**src/rtl/sdma_pkg.sv**
```systemverilog
// Shared definitions for the single-channel DMA engine: register indices,
// control and status bit positions, FSM state type and size decoding.
package sdma_pkg;

    localparam logic [2:0] REG_SRC  = 3'd0;
    localparam logic [2:0] REG_DST  = 3'd1;
    localparam logic [2:0] REG_CNT  = 3'd2;
    localparam logic [2:0] REG_CTL  = 3'd3;
    localparam logic [2:0] REG_STAT = 3'd4;

    localparam int CTL_START = 16;
    localparam int CTL_DSZ   = 17;   // two bits
    localparam int CTL_DINC  = 19;
    localparam int CTL_SSZ   = 20;   // two bits
    localparam int CTL_SINC  = 22;
    localparam int CTL_BWC   = 25;   // three bits
    localparam int CTL_AA    = 28;
    localparam int CTL_EEXT  = 30;
    localparam int CTL_IE    = 31;

    localparam int ST_DONE = 0;
    localparam int ST_BUSY = 1;
    localparam int ST_BES  = 5;
    localparam int ST_CE   = 6;

    typedef enum logic [2:0] {
        S_IDLE, S_RD_A, S_RD_D, S_WR_A, S_WR_D, S_PAUSE
    } sdma_state_t;

    // Bytes per access for a size code; 0 marks the illegal code.
    function automatic logic [2:0] size_bytes(input logic [1:0] enc);
        case (enc)
            2'b00:   size_bytes = 3'd4;
            2'b01:   size_bytes = 3'd1;
            2'b10:   size_bytes = 3'd2;
            default: size_bytes = 3'd0;
        endcase
    endfunction

endpackage

```
**src/rtl/sdma_cfg_check.sv**
```systemverilog
// Configuration checker. Decodes both access sizes and the move size
// (the larger of the two), and decides whether the programmed addresses and
// count permit a transfer. Purely combinational; it assumes the inputs
// are stable register values.
module sdma_cfg_check
    import sdma_pkg::*;
#(
    parameter int ADDR_W = 32,
    parameter int CNT_W  = 24
) (
    input  logic [ADDR_W-1:0] src,
    input  logic [ADDR_W-1:0] dst,
    input  logic [CNT_W-1:0]  cnt,
    input  logic [1:0]        ssize,
    input  logic [1:0]        dsize,
    input  logic              auto_align,
    output logic [2:0]        sbytes,
    output logic [2:0]        dbytes,
    output logic [2:0]        chunk,
    output logic [1:0]        smask,
    output logic [1:0]        dmask,
    output logic              cfg_ok
);
    logic [1:0] cmask;
    logic       size_ok, addr_ok, cnt_ok;

    // Size decode, alignment masks and the final verdict.
    always_comb begin
        sbytes  = size_bytes(ssize);
        dbytes  = size_bytes(dsize);
        chunk   = (sbytes > dbytes) ? sbytes : dbytes;
        smask   = 2'(sbytes - 3'd1);
        dmask   = 2'(dbytes - 3'd1);
        cmask   = 2'(chunk - 3'd1);
        size_ok = (sbytes != 3'd0) && (dbytes != 3'd0);
        addr_ok = ((src[1:0] & smask) == 2'b00) && ((dst[1:0] & dmask) == 2'b00);
        cnt_ok  = (cnt != '0) && ((cnt[1:0] & cmask) == 2'b00);
        cfg_ok  = size_ok && cnt_ok && (auto_align || addr_ok);
    end
endmodule

```
**src/rtl/sdma_lane_buf.sv**
```systemverilog
// Byte-lane staging buffer. Each read beat is merged into the byte offset
// it covers inside the current move, and each write beat takes its data from
// its own offset. Assumes offset + size never exceeds four bytes.
module sdma_lane_buf (
    input  logic        clk,
    input  logic        rst_n,
    input  logic        load,
    input  logic [1:0]  rd_off,
    input  logic [2:0]  sbytes,
    input  logic [31:0] rdata,
    input  logic [1:0]  wr_off,
    output logic [31:0] wdata
);
    logic [31:0] stage_q;
    logic [31:0] lane_mask;

    // Mask of the bytes one read beat carries.
    always_comb begin
        case (sbytes)
            3'd1:    lane_mask = 32'h0000_00ff;
            3'd2:    lane_mask = 32'h0000_ffff;
            default: lane_mask = 32'hffff_ffff;
        endcase
    end

    // Merge an acknowledged read beat into its lanes.
    always_ff @(posedge clk) begin
        if (!rst_n) begin
            stage_q <= '0;
        end else if (load) begin
            stage_q <= (stage_q & ~(lane_mask << {rd_off, 3'b000}))
                     | ((rdata & lane_mask) << {rd_off, 3'b000});
        end
    end

    // Right-align the bytes of the current write beat.
    assign wdata = stage_q >> {wr_off, 3'b000};
endmodule

```
**src/rtl/sdma_engine.sv**
```systemverilog
// Single-channel dual-address DMA engine. Holds the source, destination,
// count, control and status registers and sequences read/write beats on a
// valid/ready bus with one response per beat. Assumes the bus answers each
// accepted beat with exactly one ack or err pulse, some cycles later.
module sdma_engine
    import sdma_pkg::*;
#(
    parameter int ADDR_W = 32,
    parameter int CNT_W  = 24
) (
    input  logic              clk,
    input  logic              rst_n,
    input  logic              reg_we,
    input  logic [2:0]        reg_addr,
    input  logic [31:0]       reg_wdata,
    output logic [31:0]       reg_rdata,
    input  logic              dma_req,
    output logic              irq,
    output logic              bus_req,
    output logic              bus_we,
    output logic [ADDR_W-1:0] bus_addr,
    output logic [1:0]        bus_size,
    output logic [31:0]       bus_wdata,
    input  logic              bus_gnt,
    input  logic              bus_ack,
    input  logic              bus_err,
    input  logic [31:0]       bus_rdata
);
    sdma_state_t       state;
    logic [ADDR_W-1:0] sar, dar;
    logic [CNT_W-1:0]  bcr;
    logic [31:0]       ctrl;
    logic              st_done, st_bes, st_ce;
    logic [1:0]        rd_off, wr_off;

    logic [2:0]        sb, db, chunk;
    logic [1:0]        smask, dmask;
    logic              cfg_ok, go, launch, busy, rd_last, wr_last, at_block;
    logic [CNT_W-1:0]  blk_mask;
    logic [ADDR_W-1:0] src_eff, dst_eff;

    sdma_cfg_check #(.ADDR_W(ADDR_W), .CNT_W(CNT_W)) u_check (
        .src(sar), .dst(dar), .cnt(bcr),
        .ssize(ctrl[CTL_SSZ +: 2]), .dsize(ctrl[CTL_DSZ +: 2]),
        .auto_align(ctrl[CTL_AA]),
        .sbytes(sb), .dbytes(db), .chunk(chunk),
        .smask(smask), .dmask(dmask), .cfg_ok(cfg_ok)
    );

    sdma_lane_buf u_buf (
        .clk(clk), .rst_n(rst_n),
        .load(state == S_RD_D && bus_ack && !bus_err),
        .rd_off(rd_off), .sbytes(sb), .rdata(bus_rdata),
        .wr_off(wr_off), .wdata(bus_wdata)
    );

    // Launch conditions, beat bookkeeping and the bandwidth boundary test.
    always_comb begin
        busy     = (state != S_IDLE);
        go       = ctrl[CTL_START] || (ctrl[CTL_EEXT] && dma_req);
        launch   = (state == S_IDLE) && go && !st_bes;
        rd_last  = (({1'b0, rd_off} + sb) == chunk);
        wr_last  = (({1'b0, wr_off} + db) == chunk);
        blk_mask = (CNT_W'(1) << (4'(ctrl[CTL_BWC +: 3]) + 4'd3)) - CNT_W'(1);
        at_block = (ctrl[CTL_BWC +: 3] != 3'd0) && ((bcr & blk_mask) == '0);
        src_eff  = ctrl[CTL_AA] ? {sar[ADDR_W-1:2], sar[1:0] & ~smask} : sar;
        dst_eff  = ctrl[CTL_AA] ? {dar[ADDR_W-1:2], dar[1:0] & ~dmask} : dar;
    end

    // Bus master outputs, decoded from the state.
    assign bus_req  = (state == S_RD_A) || (state == S_WR_A);
    assign bus_we   = (state == S_WR_A);
    assign bus_addr = bus_we ? dst_eff : src_eff;
    assign bus_size = bus_we ? ctrl[CTL_DSZ +: 2] : ctrl[CTL_SSZ +: 2];
    assign irq      = ctrl[CTL_IE] && (st_done || st_ce);

    // Register read mux.
    always_comb begin
        case (reg_addr)
            REG_SRC:  reg_rdata = 32'(sar);
            REG_DST:  reg_rdata = 32'(dar);
            REG_CNT:  reg_rdata = 32'(bcr);
            REG_CTL:  reg_rdata = ctrl;
            REG_STAT: reg_rdata = {25'd0, st_ce, st_bes, 3'd0, busy, st_done};
            default:  reg_rdata = '0;
        endcase
    end

    // Transfer sequencer and register file; software writes come last.
    always_ff @(posedge clk) begin
        if (!rst_n) begin
            state   <= S_IDLE;
            sar     <= '0;
            dar     <= '0;
            bcr     <= '0;
            ctrl    <= '0;
            st_done <= 1'b0;
            st_bes  <= 1'b0;
            st_ce   <= 1'b0;
            rd_off  <= '0;
            wr_off  <= '0;
        end else begin
            case (state)
                S_IDLE: if (launch) begin
                    ctrl[CTL_START] <= 1'b0;
                    if (cfg_ok) begin
                        state  <= S_RD_A;
                        rd_off <= '0;
                        wr_off <= '0;
                    end else begin
                        st_ce <= 1'b1;
                    end
                end
                S_RD_A: if (bus_gnt) begin
                    if (ctrl[CTL_SINC]) sar <= sar + ADDR_W'(sb);
                    state <= S_RD_D;
                end
                S_RD_D: if (bus_err) begin
                    st_bes <= 1'b1;
                    st_done <= 1'b1;
                    state <= S_IDLE;
                end else if (bus_ack) begin
                    if (rd_last) begin
                        wr_off <= '0;
                        state  <= S_WR_A;
                    end else begin
                        rd_off <= rd_off + 2'(sb);
                        state  <= S_RD_A;
                    end
                end
                S_WR_A: if (bus_gnt) begin
                    if (ctrl[CTL_DINC]) dar <= dar + ADDR_W'(db);
                    bcr   <= bcr - CNT_W'(db);
                    state <= S_WR_D;
                end
                S_WR_D: if (bus_err) begin
                    st_bes <= 1'b1;
                    st_done <= 1'b1;
                    state <= S_IDLE;
                end else if (bus_ack) begin
                    if (!wr_last) begin
                        wr_off <= wr_off + 2'(db);
                        state  <= S_WR_A;
                    end else begin
                        rd_off <= '0;
                        if (bcr == '0) begin
                            st_done <= 1'b1;
                            state   <= S_IDLE;
                        end else if (at_block) begin
                            state <= S_PAUSE;
                        end else begin
                            state <= S_RD_A;
                        end
                    end
                end
                S_PAUSE: state <= S_RD_A;
                default: state <= S_IDLE;
            endcase

            if (reg_we) begin
                if (reg_addr == REG_STAT) begin
                    if (reg_wdata[ST_DONE]) begin
                        st_done <= 1'b0;
                        st_bes  <= 1'b0;
                        st_ce   <= 1'b0;
                    end
                end else if (!busy) begin
                    case (reg_addr)
                        REG_SRC: sar  <= ADDR_W'(reg_wdata);
                        REG_DST: dar  <= ADDR_W'(reg_wdata);
                        REG_CNT: bcr  <= CNT_W'(reg_wdata);
                        REG_CTL: ctrl <= reg_wdata;
                        default: ;
                    endcase
                end
            end
        end
    end

    // a good launch moves to the read phase with start already cleared.
    a_r2_start_self_clear: assert property (@(posedge clk) disable iff (!rst_n)
        (launch && cfg_ok && !reg_we) |=> (state == S_RD_A && !ctrl[CTL_START]));

    // a rejected configuration raises CE and never leaves idle.
    a_r4_bad_cfg_stays_idle: assert property (@(posedge clk) disable iff (!rst_n)
        (launch && !cfg_ok && !reg_we) |=> (state == S_IDLE && st_ce));

    // a stalled request leaves both addresses untouched.
    a_r7_stall_holds_addr: assert property (@(posedge clk) disable iff (!rst_n)
        (bus_req && !bus_gnt) |=> ($stable(sar) && $stable(dar)));

    // an accepted write lowers the count by the destination size.
    a_r8_count_step: assert property (@(posedge clk) disable iff (!rst_n)
        (bus_req && bus_we && bus_gnt) |=> (bcr == $past(bcr) - CNT_W'($past(db))));

    // an error response halts the channel with BES and DONE set.
    a_r9_err_halts: assert property (@(posedge clk) disable iff (!rst_n)
        ((state == S_RD_D || state == S_WR_D) && bus_err)
        |=> (state == S_IDLE && st_bes && st_done));

    // a latched bus error keeps the channel idle.
    a_r9_bes_blocks: assert property (@(posedge clk) disable iff (!rst_n)
        (state == S_IDLE && st_bes) |=> (state == S_IDLE));

    // the release cycle only happens on a non-zero block boundary.
    a_r10_pause_on_boundary: assert property (@(posedge clk) disable iff (!rst_n)
        (state == S_PAUSE) |-> (at_block && bcr != '0));
endmodule

```
**config.mk**
```make
export PLATFORM = sky130hd
export DESIGN_NAME = sdma_engine
export DESIGN_NICKNAME = d
export VERILOG_FILES = /design/src/rtl/sdma_pkg.sv /design/src/rtl/sdma_cfg_check.sv /design/src/rtl/sdma_lane_buf.sv /design/src/rtl/sdma_engine.sv
export SDC_FILE = /design/constraint.sdc
export NUM_CORES = 1
export LEC_CHECK = 0
export ABC_CLOCK_PERIOD_IN_PS = 6850
export BUFFER_PORTS_ARGS = -buffer_cell sky130_fd_sc_hd__buf_2
export CAP_MARGIN = 30
export CORE_MARGIN = 4
export CORE_UTILIZATION = 50
export DETAILED_ROUTE_END_ITERATION = 12
export MAX_ROUTING_LAYER = met4
export PLACE_DENSITY = 0.72
export SETUP_SLACK_MARGIN = 0.05
export SLEW_MARGIN = 20
export SYNTH_ARGS = -nofsm -noshare
export SYNTH_HDL_FRONTEND = slang
export SYNTH_SLANG_ARGS = --single-unit
```
**constraint.sdc**
```tcl
create_clock -name clk -period 6.85 [get_ports clk]
set_input_delay 1.37 -clock clk [delete_from_list [all_inputs] [get_ports clk]]
set_output_delay 1.37 -clock clk [all_outputs]
set_load 0.005 [all_outputs]
```
* Word-level counts from Yosys, hierarchy flattened *
Index checks and enable logic that the tools add are counted.

storage, ports and cells
  ROM bits = 0
  word-level logic and storage cells = 196
  bits in latches = 0
  output and inout port bits = 101
  memories = 0
  input bits = 74
  memory bits (writable) = 0
  register bits = 162

operators by class
  bitwise logic cells = 14
  equality and inequality tests = 31
  $mul = 0
  add/sub/neg operators = 12
  shift-type cells = 4
  reduce and logical (&&, ||, !) cells = 38
  divide/modulo/power cells = 0
  $lt $le $gt $ge = 1
  mux-type cells = 84

operators by type and width
  kind                     number
  $mux W32                 15
  $pmux W32 S5             1
  $mux W24                 6
  $mux W17                 4
  $add A32 B3 Y32          2
  $and A32 B32 Y32         2
  $pmux W32 S2             1
  $shl A32 B5 Y32          2
  $logic_not A24 Y1        2
  $mux W2                  18
  $mux W3                  12
  $not A32 Y32             1
  $or A32 B32 Y32          1
  $shr A32 B5 Y32          1
  $and A24 B24 Y24         1
  $reduce_bool A24 Y1      1
  $shl A1 B4 Y24 const A   1
  $sub A24 B2 Y24 const B  1
  $sub A24 B3 Y24          1
  $ne A2 B2 Y1 const B     11
  $mux W1                  21
  $pmux W3 S3              2
  $pmux W3 S6              1
  $reduce_and A9 Y1        2
  other kinds (27)         74

* Depth between registers and ports, before layout *
  depth in word-level cells = 16
  gate-level depth with buffers = 12
  depth with buffers taken out = 12

* By module *
From an unflattened synthesis, not the netlist that was laid out.

unflattened totals
  cell total of the unflattened synthesis = 1369
  area, all modules = 10817.9 µm²

by module, submodules not included
  module          sequential area each (µm²)  area each (µm²)  instances  cells each
  sdma_engine     2602.5                      8274.2           1          1053
  sdma_lane_buf   640.6                       2139.6           1          262
  sdma_cfg_check  0.0                         404.1            1          54

* Least setup slack after synthesis *
Ideal clock, no wire load.

  path kind = input to output
  from = input reg_addr[0]
  to = output reg_rdata[18]
  slack = 2.801 ns
  path buffers = 2
  data required time = 5.480 ns
  arrival = 2.679 ns
  cell stages on the path = 5
  cell sequence = clkbuf_1 -> nor2b_1 -> nor2b_1 -> clkbuf_1 -> a221o_1

on the way
  word-level cells in the longest chain between the ends = 2
  elaborated cells between the ends (all ways) = 6
  classes of those cells = 4 x eq/ne; 1 x mux; 1 x reduce/logical

ends and longest elaborated chain
  item                                        RTL line           RTL
  start, declared                             sdma_engine.sv:14  input logic [2:0] reg_addr,
  $eq A3 B3 Y1, or another cell as far along  sdma_engine.sv:79  case (reg_addr)
  $pmux W32 S5 (*)                            sdma_engine.sv:79
  end, declared                               sdma_engine.sv:16  output logic [31:0] reg_rdata,

Every way passes the cells marked *; elsewhere a longest branch is shown, timed or not.

* Worst setup path in the final report *
Same ends and word-level chain as after synthesis.

==> summary.txt <==
Critical path
  – Crit path required time: 5.48 ns
  – Setup CP Type: input port to primary output
  – Data arrival time of the critical path: 3.46 ns
  – Worst Reg-to-Reg Cells: 11
  – R2R setup slack: 2.85 ns
  – Critical path, cell by cell: buf_2, and2_1, nor2b_2, buf_6, a22o_1, a221o_1, buf_2
  – Slowest CP cell: nor2b_2
  – Critical path launch point: reg_addr[0]
  – Worst-path fanout max: 20
  – Crit path to: reg_rdata[18]
  – Setup crit end kind: primary output
  – Reg2reg start: ctrl[21]
  – CP dominant cell by count: buf_2
  – Max incr delay on CP: 0.63 ns
  – Worst reg2reg path endpoint: state[0]
  – CP Launch Type: input port

Clock network
  – Setup bufs post-CTS: 0
  – Root Driver: clkbuf_16
  – Clk sinks: 162
  – # hold bufs at CTS: 0
  – CTS HTree Levels: 4
  – CTS tree: built
  – CTS Buf Count: 17
  – Post-cts sizing count: 0
  – Clk slew on worst S/H paths: 0.07 ns
  – Worst-Skew Late Latency: 0.44 ns
  – Clock Tree Buf Depth: 2

Pwr
  – Internal Pwr Total: 0.001548 W
  – Leakage: 4.872 nW
  – VDD IR max: 0.1807 mV
  – Switching Share: 28.58%
  – Clock network power share: 42.3%
  – Power Density: 179.8 mW/mm^2
  – Logic pwr share: 11.3%
  – P_sw: 0.0006192 W
  – Flop pwr share: 46.3%

Timing
  – Period utilization: 70.45%
  – Fin worst setup slack: 2.024 ns
  – Final hold viol count: 0
  – Fmax: 207.2 MHz
  – Worst slew pin tran: 1.053 ns
  – Setup TNS: 0 ns
  – Final-report setup violation count: 0
  – Slew Limit Fails: 0
  – Clock Skew: 0.01202 ns
  – Slew HR: 29.79%
  – Tmin final: 4.826 ns
  – RSZ-0062 raised after global routing: no

Job
  – Maxcap violations: 0

Die
  – Core area: 0.02043 mm^2
  – Die ar.: 0.02330 mm^2
  – Ports: 175
  – DIE HEIGHT: 152.6 um
  – Number of core rows: 52
  – Initial Util: 51.20%
  – DIE WIDTH: 152.6 um

Logic synthesis
  – Simple-gate share of the synthesized area: 26.02%
  – Yosys warning count: 0
  – Main combinational cell family by area after synthesis: simple AND/OR/NAND/NOR gates
  – Cell variety after synth: 64
  – Gate Count Post-Synth: 1406
  – Post-synthesis async set-or-reset flop share: 0%
  – Post-Synth Adder-Cell Area: 4.067%
  – Yosys reg bits: 162
  – EDFF count, synth: 0
  – XOR/XNOR share of the synthesized area: 7.368%
  – Synth Cell Area: 0.01046 mm^2
  – Average cell area after synthesis: 7.440 um^2
  – Post-synthesis mux area share: 3.445%
  – Ys flop type: dfxtp_1
  – Compound-gate portion of the synthesized area: 23.35%
  – Sequential area share after synthesis: 31.00%

Cells and area
  – Layout Nets: 1623
  – Share of cells above drive strength 1: 16.47%
  – Post-route cell area: 0.01205 mm^2
  – Reg area: 0.003243 mm^2
  – Footprint of the multi-input gates: 0.006748 mm^2
  – # fillers: 1937
  – Layout area overhead: 15.19%
  – Post-layout util: 58.98%

Hold path
  – Hold Crit Class: register to register
  – Min-delay src: u_buf.stage_q[6]

Place
  – Routability-driven placement congestion ratio: 0.9883
  – Placement Setup Slack: 2.121 ns
  – DP Area: 0.01148 mm^2
  – HPWL Detailed: 25940 um
  – Port Buffer Count: 174

Detailed routing
  – Final ANT Viol Nets: 0
  – Remaining DRCs: 0
  – Via count: 11110
  – Total Wirelength: 36240 um
  – Drt initial violations: 1254
  – TritonRoute pass-1 iters: 6
  – WL per Instance: 20.10 um
  – DR vias/cell: 6.160

GRT
  – Vias in the first global route: 10250
  – First-pass GRT wire length: 57280 um
  – Largest net degree at the start of global routing: 88
  – Overflow after GRT: 0
  – Tot GR Track Use: 30.94%
  – Initial antenna violation count: 3

Run status
  – Status: finished clean
[per-stage QoR]
step	std cells	total power (W)	hold slack, ns
2_1_floorplan	1407	0.001162	0.4318
3_3_place_gp	1764	0.001256	0.4383
3_5_place_dp	1768	0.001262	0.4446
4_1_cts	1799	0.002165	0.4546
5_1_grt	1803	0.002234	0.4750
6_report	1803	0.002167	0.4518
[routing by layer]
metal  vias up  GRT usage (%)  part of all wire (%)
met5         -              -                     0
met4         0          9.334                   2.7
met1      5198          40.56                    41
met2       607          48.26                    47
met3        82          6.532                   9.3
li1       5220              -                     -
[sequential cells by signal, indices dropped and copies added (netlist names)]
signal and flops:
rd_off 2, st_bes 1, ctrl 32, sar 32, bcr 24, st_done 1, st_ce 1, dar 32
u_buf.stage_q 32, wr_off 2, state 3
[power by group through the flow]
stage	logic (W)	registers [W]	clock network, W
after floorplan	0.000155	0.00101	0
after global placement	0.000233	0.00102	0
after detailed placement	0.000239	0.00102	0
after CTS	0.000242	0.00100	0.000922
after global routing	0.000269	0.00101	0.000958
final	0.000246	0.00100	0.000917
[cell usage in the layout, fill, tap and decap left out, drive strengths merged, types with 15 or more instances in the layout]
cell type  count
nand3         34
nor2         148
nor2b         24
and2          15
xor2          53
ha            26
a22o          22
a22oi         28
nand4         19
dfxtp        162
xnor2         35
a21oi        113
o22ai         15
mux2i         27
buf          194
inv           33
nor3          27
clkbuf        19
a211oi        63
a221o         20
nand2        257
o21ai         60
[worst min path at each step]
stage          depth (start not counted)               end  slack [ns]
2_1_floorplan                          2  u_buf.stage_q[0]        0.43
3_3_place_gp                           2  u_buf.stage_q[1]        0.44
3_5_place_dp                           2  u_buf.stage_q[6]        0.44
4_1_cts                                2  u_buf.stage_q[6]        0.45
5_1_grt                                2           ctrl[7]        0.47
6_report                               2  u_buf.stage_q[6]        0.45
[layout make-up]
cell class	instances	share of cell area, %
timing repair buffer	194	8.775
clock inverter	12	0.8204
inverter	27	0.8619
clock buffer	19	3.759
multi-input combinational	1116	56.00
antenna	3	0.06231
sequential	162	26.92
tap	270	2.804
[cells in the mapped netlist (19+ instances only)]
cell / instances / share of area, %
nor3_1: 27 / 1.3
dfxtp_1: 162 / 31
a22oi_1: 28 / 2.0
nand4_1: 19 / 1.1
ha_1: 26 / 3.1
a21oi_1: 113 / 5.4
nor2b_1: 24 / 1.4
a211oi_1: 63 / 4.5
clkbuf_1: 86 / 3.1
o21ai_0: 60 / 2.9
nand3_1: 33 / 1.6
xnor2_1: 35 / 2.9
xor2_1: 53 / 4.4
nand2_1: 257 / 9.2
a22o_1: 22 / 1.8
a221o_1: 20 / 1.9
mux2i_1: 27 / 2.6
nor2_1: 148 / 5.3
inv_1: 27 / 0.97
[kinds of logic (layout without fill, tap and decap cells)]
kind of cell	after synthesis	after routing
AND/OR/NAND/NOR	592	592
flip-flops	162	162
buffers and inverters	129	252
other	1	5
multiplexers	34	34
AO/OA/AOI/OAI	369	369
XOR/XNOR	88	88
adder cells (fa/ha/maj)	31	31
[worst max-delay path, delay by kind of cell]
family	cells	cell delay (ns)
AND/OR/NAND/NOR	2	1.02
buffers and inverters	3	0.76
AO/OA/AOI/OAI	2	0.29
No activity file was read; power rests on OpenSTA's default activity.
